===== config.mk =====
export PLATFORM = sky130hd
export DESIGN_NAME = adcseq_top
export DESIGN_NICKNAME = d
export VERILOG_FILES = /design/src/rtl/adcseq_pkg.sv /design/src/rtl/adcseq_timer.sv /design/src/rtl/adcseq_shifter.sv /design/src/rtl/adcseq_top.sv
export SDC_FILE = /design/constraint.sdc
export NUM_CORES = 1
export LEC_CHECK = 0
export ABC_AREA = 1
export BUFFER_PORTS_ARGS = -buffer_cell sky130_fd_sc_hd__buf_2
export CORE_MARGIN = 3
export CORE_UTILIZATION = 35
export CTS_CLUSTER_SIZE = 30
export DETAILED_ROUTE_END_ITERATION = 6
export PLACE_DENSITY = 0.6
export SETUP_SLACK_MARGIN = 0.02
export SYNTH_ARGS = -nofsm -noshare
export SYNTH_HDL_FRONTEND = slang
export SYNTH_SLANG_ARGS = --single-unit

===== constraint.sdc =====
create_clock -name clk -period 4.6 [get_ports clk]
set_clock_uncertainty 0.2 [all_clocks]
set_input_delay 0.46 -clock clk [delete_from_list [all_inputs] [get_ports clk]]
set_output_delay 0.46 -clock clk [all_outputs]
set_load 0.01 [all_outputs]

===== src/rtl/adcseq_pkg.sv =====
`timescale 1ns/1ps
package adcseq_pkg;

    // command codes seen on cmd_op
    typedef enum logic [1:0] {
        OP_READ  = 2'd0,
        OP_SLEEP = 2'd1,
        OP_WAKE  = 2'd2,
        OP_NOP   = 2'd3
    } op_e;

    // sequencer phase
    typedef enum logic [1:0] {
        ST_IDLE,
        ST_SHIFT,
        ST_TAIL,
        ST_QUIET
    } state_e;

    // what the current frame is for
    typedef enum logic [1:0] {
        FR_READ,
        FR_SLEEP,
        FR_WAKE
    } frame_e;

    // frame length in SCLK cycles: four leading bits plus the result
    function automatic int frame_len(input int res_bits);
        return res_bits + 4;
    endfunction

    // falling-edge count at which chip select is released for a frame kind
    function automatic int release_edge(input frame_e kind, input int full_len, input int sleep_cut);
        return (kind == FR_SLEEP) ? sleep_cut : full_len;
    endfunction

endpackage


===== src/rtl/adcseq_timer.sv =====
`timescale 1ns/1ps
module adcseq_timer #(
    parameter int W = 8
) (
    input  logic         clk,
    input  logic         rst,
    input  logic         run,
    input  logic [W-1:0] limit,
    output logic         done
);
    logic [W-1:0] cnt;

    // counts cycles from 1 while run is high; restarts after each expiry
    always_ff @(posedge clk) begin
        if (rst || !run)
            cnt <= W'(1);
        else if (done)
            cnt <= W'(1);
        else
            cnt <= cnt + W'(1);
    end

    assign done = run && (cnt >= limit);

endmodule


===== src/rtl/adcseq_shifter.sv =====
`timescale 1ns/1ps
module adcseq_shifter #(
    parameter int LEN = 12
) (
    input  logic           clk,
    input  logic           rst,
    input  logic           clear,
    input  logic           shift_en,
    input  logic           din,
    output logic [LEN-1:0] word
);
    always_ff @(posedge clk) begin
        if (rst || clear)
            word <= '0;
        else if (shift_en)
            word <= {word[LEN-2:0], din};
    end
endmodule


===== src/rtl/adcseq_top.sv =====
`timescale 1ns/1ps
module adcseq_top
    import adcseq_pkg::*;
#(
    parameter int RES_BITS = 12,
    parameter int DIV_W    = 8,
    parameter int QUIET_W  = 8,
    parameter int MIN_HALF = 5,
    parameter int PD_CUT   = 4
) (
    input  logic                clk,
    input  logic                rst,
    input  logic [DIV_W-1:0]    cfg_half_div,
    input  logic [QUIET_W-1:0]  cfg_quiet,
    input  logic                cmd_valid,
    input  logic [1:0]          cmd_op,
    output logic                cmd_ready,
    input  logic                adc_sdata,
    output logic                adc_cs_n,
    output logic                adc_sclk,
    output logic                res_valid,
    output logic [RES_BITS-1:0] res_data,
    output logic                powered_down
);
    localparam int FRAME_CLKS = frame_len(RES_BITS);
    localparam int CNT_W      = $clog2(FRAME_CLKS + 1);

    state_e             state;
    frame_e             kind;
    frame_e             new_kind;
    logic               chain;
    logic [CNT_W-1:0]   falls;
    logic [CNT_W-1:0]   falls_nx;
    logic [CNT_W-1:0]   cut;
    logic [DIV_W-1:0]   half_q;
    logic [QUIET_W-1:0] quiet_q;
    logic               div_tick;
    logic               q_done;
    logic               accept_go;
    logic               chain_go;
    logic               start;
    logic               sample_en;
    logic [RES_BITS-1:0] shift_word;
    op_e                op;

    assign op        = op_e'(cmd_op);
    assign cmd_ready = (state == ST_IDLE);
    assign accept_go = (state == ST_IDLE) && cmd_valid && (op != OP_NOP);
    assign chain_go  = (state == ST_QUIET) && q_done && chain;
    assign start     = accept_go || chain_go;
    assign sample_en = (state == ST_SHIFT) && div_tick && adc_sclk;
    assign falls_nx  = falls + CNT_W'(1);
    assign cut       = CNT_W'(release_edge(kind, FRAME_CLKS, PD_CUT));

    always_comb begin
        if (chain_go)
            new_kind = FR_READ;
        else begin
            unique case (op)
                OP_READ:  new_kind = powered_down ? FR_WAKE : FR_READ;
                OP_SLEEP: new_kind = FR_SLEEP;
                default:  new_kind = FR_WAKE;
            endcase
        end
    end

    adcseq_timer #(.W(DIV_W)) u_div (
        .clk   (clk),
        .rst   (rst),
        .run   ((state == ST_SHIFT) || (state == ST_TAIL)),
        .limit (half_q),
        .done  (div_tick)
    );

    adcseq_timer #(.W(QUIET_W)) u_quiet (
        .clk   (clk),
        .rst   (rst),
        .run   (state == ST_QUIET),
        .limit (quiet_q),
        .done  (q_done)
    );

    adcseq_shifter #(.LEN(RES_BITS)) u_shift (
        .clk      (clk),
        .rst      (rst),
        .clear    (start),
        .shift_en (sample_en),
        .din      (adc_sdata),
        .word     (shift_word)
    );

    always_ff @(posedge clk) begin
        if (rst) begin
            state        <= ST_IDLE;
            kind         <= FR_READ;
            chain        <= 1'b0;
            falls        <= '0;
            adc_cs_n     <= 1'b1;
            adc_sclk     <= 1'b1;
            res_valid    <= 1'b0;
            res_data     <= '0;
            powered_down <= 1'b0;
            half_q       <= (cfg_half_div < DIV_W'(MIN_HALF)) ? DIV_W'(MIN_HALF) : cfg_half_div;
            quiet_q      <= cfg_quiet;
        end else begin
            res_valid <= 1'b0;
            if (start) begin
                state    <= ST_SHIFT;
                kind     <= new_kind;
                falls    <= '0;
                adc_cs_n <= 1'b0;
                chain    <= accept_go && (op == OP_READ) && powered_down;
            end else begin
                unique case (state)
                    ST_SHIFT: begin
                        if (div_tick) begin
                            adc_sclk <= !adc_sclk;
                            if (adc_sclk) begin
                                falls <= falls_nx;
                                if (falls_nx == cut)
                                    state <= ST_TAIL;
                            end
                        end
                    end
                    ST_TAIL: begin
                        if (div_tick) begin
                            adc_sclk <= 1'b1;
                            adc_cs_n <= 1'b1;
                            state    <= ST_QUIET;
                            unique case (kind)
                                FR_READ: begin
                                    res_valid <= 1'b1;
                                    res_data  <= shift_word;
                                end
                                FR_SLEEP: powered_down <= 1'b1;
                                default:  powered_down <= 1'b0;
                            endcase
                        end
                    end
                    ST_QUIET: begin
                        if (q_done)
                            state <= ST_IDLE;
                    end
                    default: state <= ST_IDLE;
                endcase
            end
        end
    end

    // ---------------- assertion support ----------------
    logic               sclk_d;
    logic [CNT_W-1:0]   chk_falls;
    logic [QUIET_W:0]   hi_cnt;
    logic               seen_frame;

    always_ff @(posedge clk) begin
        if (rst) begin
            sclk_d     <= 1'b1;
            chk_falls  <= '0;
            hi_cnt     <= '0;
            seen_frame <= 1'b0;
        end else begin
            sclk_d <= adc_sclk;
            if (adc_cs_n)
                chk_falls <= '0;
            else if (sclk_d && !adc_sclk)
                chk_falls <= chk_falls + CNT_W'(1);
            if (!adc_cs_n)
                hi_cnt <= '0;
            else if (hi_cnt != '1)
                hi_cnt <= hi_cnt + 1'b1;
            if (!adc_cs_n)
                seen_frame <= 1'b1;
        end
    end

    assert_edge_count_R3: assert property (@(posedge clk) disable iff (rst)
        $rose(adc_cs_n) |-> (chk_falls == CNT_W'(PD_CUT) || chk_falls == CNT_W'(FRAME_CLKS)));

    assert_sclk_idle_R10: assert property (@(posedge clk) disable iff (rst)
        adc_cs_n |-> adc_sclk);

    assert_busy_ready_R8: assert property (@(posedge clk) disable iff (rst)
        !adc_cs_n |-> !cmd_ready);

    assert_valid_pulse_R2: assert property (@(posedge clk) disable iff (rst)
        res_valid |=> !res_valid);

    assert_quiet_gap_R6: assert property (@(posedge clk) disable iff (rst)
        ($fell(adc_cs_n) && seen_frame) |-> (hi_cnt >= {1'b0, quiet_q}));

    assert_sleep_at_release_R3: assert property (@(posedge clk) disable iff (rst)
        $rose(powered_down) |-> $rose(adc_cs_n));

    assert_no_result_asleep_R4: assert property (@(posedge clk) disable iff (rst)
        res_valid |-> !powered_down);

endmodule


==> results <==
- The die outline height is 104 um.
- The type of the setup path with the least slack is flop to flop.
- The width of the chip is between 100 and 150 um.
- The final layout net count is between 500 and 600.
- The sequential standard cell area is around 1600 um2.
- The number of cells produced by synthesis is between 400 and 500.
- The cell-internal power is between 1 and 1.5 mW.
- The share of synthesized area in the top cell type comes to 0.319.
- The number of antenna diodes in the final layout is 0.
- In this run the post-CTS setup repair buffer count came out at 0.
- The yosys synthesis warning count is 0.
- Of the total power, registers draw 0.474.
- The cell repeated most along the worst path is nor2_1.
- The critical path goes through ha_1, a21oi_1, nor2_1, nor2_1, nand2_2, nand2_4, nand3_2, nor2_8, nand2_1, nand2_1, nor2_1.
- The number of hold buffers added after CTS was 0.
- The cell area that synthesis handed to floorplanning was 3390 um2.
- The proportion of power drawn by the clock network is 0.332.
- After detailed routing, the number of remaining DRC violations is 0.
- The worst setup path is captured at a flop.
- Derived from the worst setup path, the maximum achievable clock frequency is 0.446 GHz.
- The peak supply drop is 0.180 mV.
- Post-CTS repair changed the size of 0 cells.
- The worst setup path is launched from a flop.
- The worst register-to-register path has a depth of 11.
- The final setup violation count is 0.
- The end of the worst hold path is quiet_q[2]$_DFFE_PP_.
- The mean cell area of the mapped netlist is between 7 and 8 um2.
- The die covers ~11000 um2.
- The power per unit of standard cell area is between 300 and 400 nW/um2.
- The post-synthesis register bit count is 70.
- The path category of the worst min-delay check is input pin to flop.
- After detailed routing, the average wire length per cell comes to between 10 and 15 um.
- The hold violation total from the final report was 0.
- The flow ran to the end, and the final reports show no timing, DRC or antenna violations.
- The final period demand of the worst path is 2.24 ns.
- The number of antenna violations at the first check in global routing came to 0.
- The global-route congestion overflow total is 0.
- In the finished design, the share of the clock period the worst path needs comes to 0.487.
- The detailed-route vias per instance is between 4 and 5.
- For the worst setup path, the data required time is between 4 and 5 ns.
- CTS placed an instance of clkbuf_8 at the clock tree root.
- The detailed-route via count is around 2600.
- The number of I/O pins is 39.
- The highest fanout seen on the critical path is 24.
- The cell area after layout is between 3000 and 4000 um2.
- The setup check on the worst reg-to-reg path leaves a slack of between 2 and 2.5 ns.
- The synthesized net count is 469.
- The area of the placeable core is a little over 9000 um2.
- Counting instances, the worst hold path has a depth of 1.
- Of the total power, the share spent switching nets is 0.305.
- The arrival time reported for the critical path endpoint is between 2 and 2.5 ns.
- The count of pins over their slew limit is 0.
- The final layout contains routed wiring with a total length of 6310 um.
- The total of fill cells in the finished design is around 980.
- The setup TNS after final layout is 0 ns.
- Sorting the synthesized cells by area gives the leading types as dfxtp_1, edfxtp_1, nor2_1, nand2_1, ha_1.
- The portion of total power attributed to combinational logic is 0.194.
- In this run the critical register-to-register path is launched from u_quiet.cnt[5]$_SDFF_PP0_.
- The layout-stage area growth over the synthesis result is 13.9%.
- The worst-margin pin slew is approximately 0.6 ns.
- The worst-case clock buffer depth is 2.
- The master of the slowest instance on the critical path is dfxtp_1.
- The starting density of the core is 0.363.
- The CTS tree is yes.
- The highest cell delay on the worst timing path is approximately 0.40 ns.
- The TritonCTS buffer count is 9.
- The via count of the first global-routing pass is about 2600.
- The net load switching power is 442 uW.
- After clock tree synthesis, the clock-pin slew on the worst setup and hold paths is about 0.08 ns.
- The detailed placement HPWL is 4590 um.
- Setup repair after global routing left no endpoint under its margin.
- The total number of placement rows is 35.
- The startpoint of the tightest hold check path is cfg_quiet[2].
- The clock sink total is 70.
- The later pin in the worst-skew pair is clocked with a latency of about 0.35 ns.
- Summed over all instances, the cell type with the most area after synthesis is dfxtp_1.
- The layout cell share with drive strength beyond 1 is 0.148.
- Of the synthesized area, sequential elements account for 0.461.
- The count of antenna-violating nets left after detailed routing is 0.
- The detailed router finished its first iteration with 72 violations.
- CTS built an H-tree with a depth of 3.
- Buffers placed on the I/O ports in this run total 38.
- The first global-routing pass estimated between 10000 and 15000 um of wire.
- The tool flagged a number of max-cap violations equal to 0.
- For this run, the total global-route usage over all layers was measured as 0.125.
- The count of TritonRoute iterations in the first routing pass is 4.
- In this run, distinct cell masters in the synthesized netlist total 36.
- In this run the tightest slew margin relative to its limit is 0.591.
- The routability congestion estimate is approximately 0.76.
- The total placed instance area is between 3000 and 4000 um2.
- The area of the multi-input gates is about 1500 um2.
- Summed over all cells, the static leakage comes to about 1.9 nW.
- The pin count of the biggest net entering global routing is 25.
- The worst register-to-register path ends at res_data[2]$_SDFFE_PP0P_.
- Total power for the finished layout comes to approximately 1.4 mW.
-- worst max-delay path by stage --
stage,from,slack (ns),end,depth (start not counted)
finish,u_quiet.cnt[5]$_SDFF_PP0_,2.36,res_data[2]$_SDFFE_PP0P_,11
global route,u_quiet.cnt[2]$_SDFF_PP0_,2.11,u_shift.word[2]$_SDFFE_PP0P_,12
CTS,u_quiet.cnt[0]$_SDFF_PP1_,2.34,res_data[2]$_SDFFE_PP0P_,14
detailed placement,u_quiet.cnt[0]$_SDFF_PP1_,2.34,res_data[2]$_SDFFE_PP0P_,14
global placement,u_quiet.cnt[0]$_SDFF_PP1_,2.40,res_data[4]$_SDFFE_PP0P_,14
floorplan,quiet_q[7]$_DFFE_PP_,2.66,res_data[8]$_SDFFE_PP0P_,12
-- stage by stage --
stage,cells,setup slack [ns],hold WS [ns],util
6_report,596,2.36,0.0845,0.413
5_1_grt,596,2.11,0.0602,0.413
4_1_cts,596,2.34,0.0655,0.413
3_5_place_dp,580,2.34,0.218,0.393
3_3_place_gp,580,2.40,0.212,0.393
2_1_floorplan,424,2.66,0.195,-
-- metal layers --
metal	share of wire	global-route usage	up-vias
met5	0	0	-
met4	0.014	0.0370	0
met3	0.035	0.0435	7
met2	0.51	0.226	39
met1	0.44	0.138	1198
li1	-	-	1403
-- worst max-delay path, delay by kind of cell, from the launching register on --
kind,cells,cell delay [ns]
and+or+nand+nor,9,1.11
DFF,1,0.40
adders and majority gates,1,0.27
AOI/OAI and AO/OA,1,0.15
-- flip-flops by register name, summed over array words and instances, names as in the netlist --
name,count
res_valid,1
half_q,8
res_data,12
adc_cs_n,1
u_div.cnt,8
kind,2
falls,5
chain,1
quiet_q,8
state,2
u_quiet.cnt,8
u_shift.word,12
powered_down,1
adc_sclk,1
-- power by group through the flow --
stage / clock network [mW] / logic [mW] / registers, mW
floorplan: 0 / 0.217 / 0.695
global placement: 0 / 0.274 / 0.700
detailed placement: 0 / 0.282 / 0.701
CTS: 0.499 / 0.283 / 0.687
global route: 0.520 / 0.328 / 0.692
finish: 0.481 / 0.280 / 0.687
-- cell families (layout without fill, tap and decap cells) --
kind of cell,after synthesis,after routing,share of synthesized area
compound gates,32,32,0.0528
simple gates,216,216,0.286
flops,70,70,0.461
buf+inv,74,117,0.0920
xor+xnor,9,9,0.0233
fa+ha+maj,23,23,0.0850
-- synth_stat cells, drive strengths merged --
cell    number
a21boi       2
ha          23
o21ai       17
o22ai        1
clkinv       1
xnor2        3
a221oi       1
dfxtp       54
nor3b        1
or2          1
nor3         6
a21oi        8
edfxtp      16
o41ai        1
buf          5
a21o         2
nand2       89
and2         2
xor2         6
nand3       18
nand3b       1
inv         62
and3         1
nand4        6
nor2        91
clkbuf       6
-- layout make-up --
cell class | count | share of cell area
clock buffers | 12 | 0.0432
flip-flops and latches | 70 | 0.405
clock inverters | 4 | 0.00714
repair buffers | 38 | 0.0493
well taps | 129 | 0.0419
multi-input cells | 280 | 0.392
inverters | 63 | 0.0613
-- placed cells by master (no fill, tap or decap), types with 2 or more instances in the layout --
cell type  count
o21ai_1       10
o21ai_0        7
and2_1         2
a21oi_1        8
xor2_1         6
clkbuf_8      10
ha_1          23
nand3_1       15
dfxtp_1       54
nor2_1        87
buf_2         38
nand3_2        3
nand2_4        2
nand2_1       84
edfxtp_1      16
nand4_1        5
nand2_2        3
xnor2_1        3
nor3_1         5
inv_1         61
nor2_4         3
a21o_1         2
a21boi_0       2
Note: power is estimated with default switching activity, not from simulation.
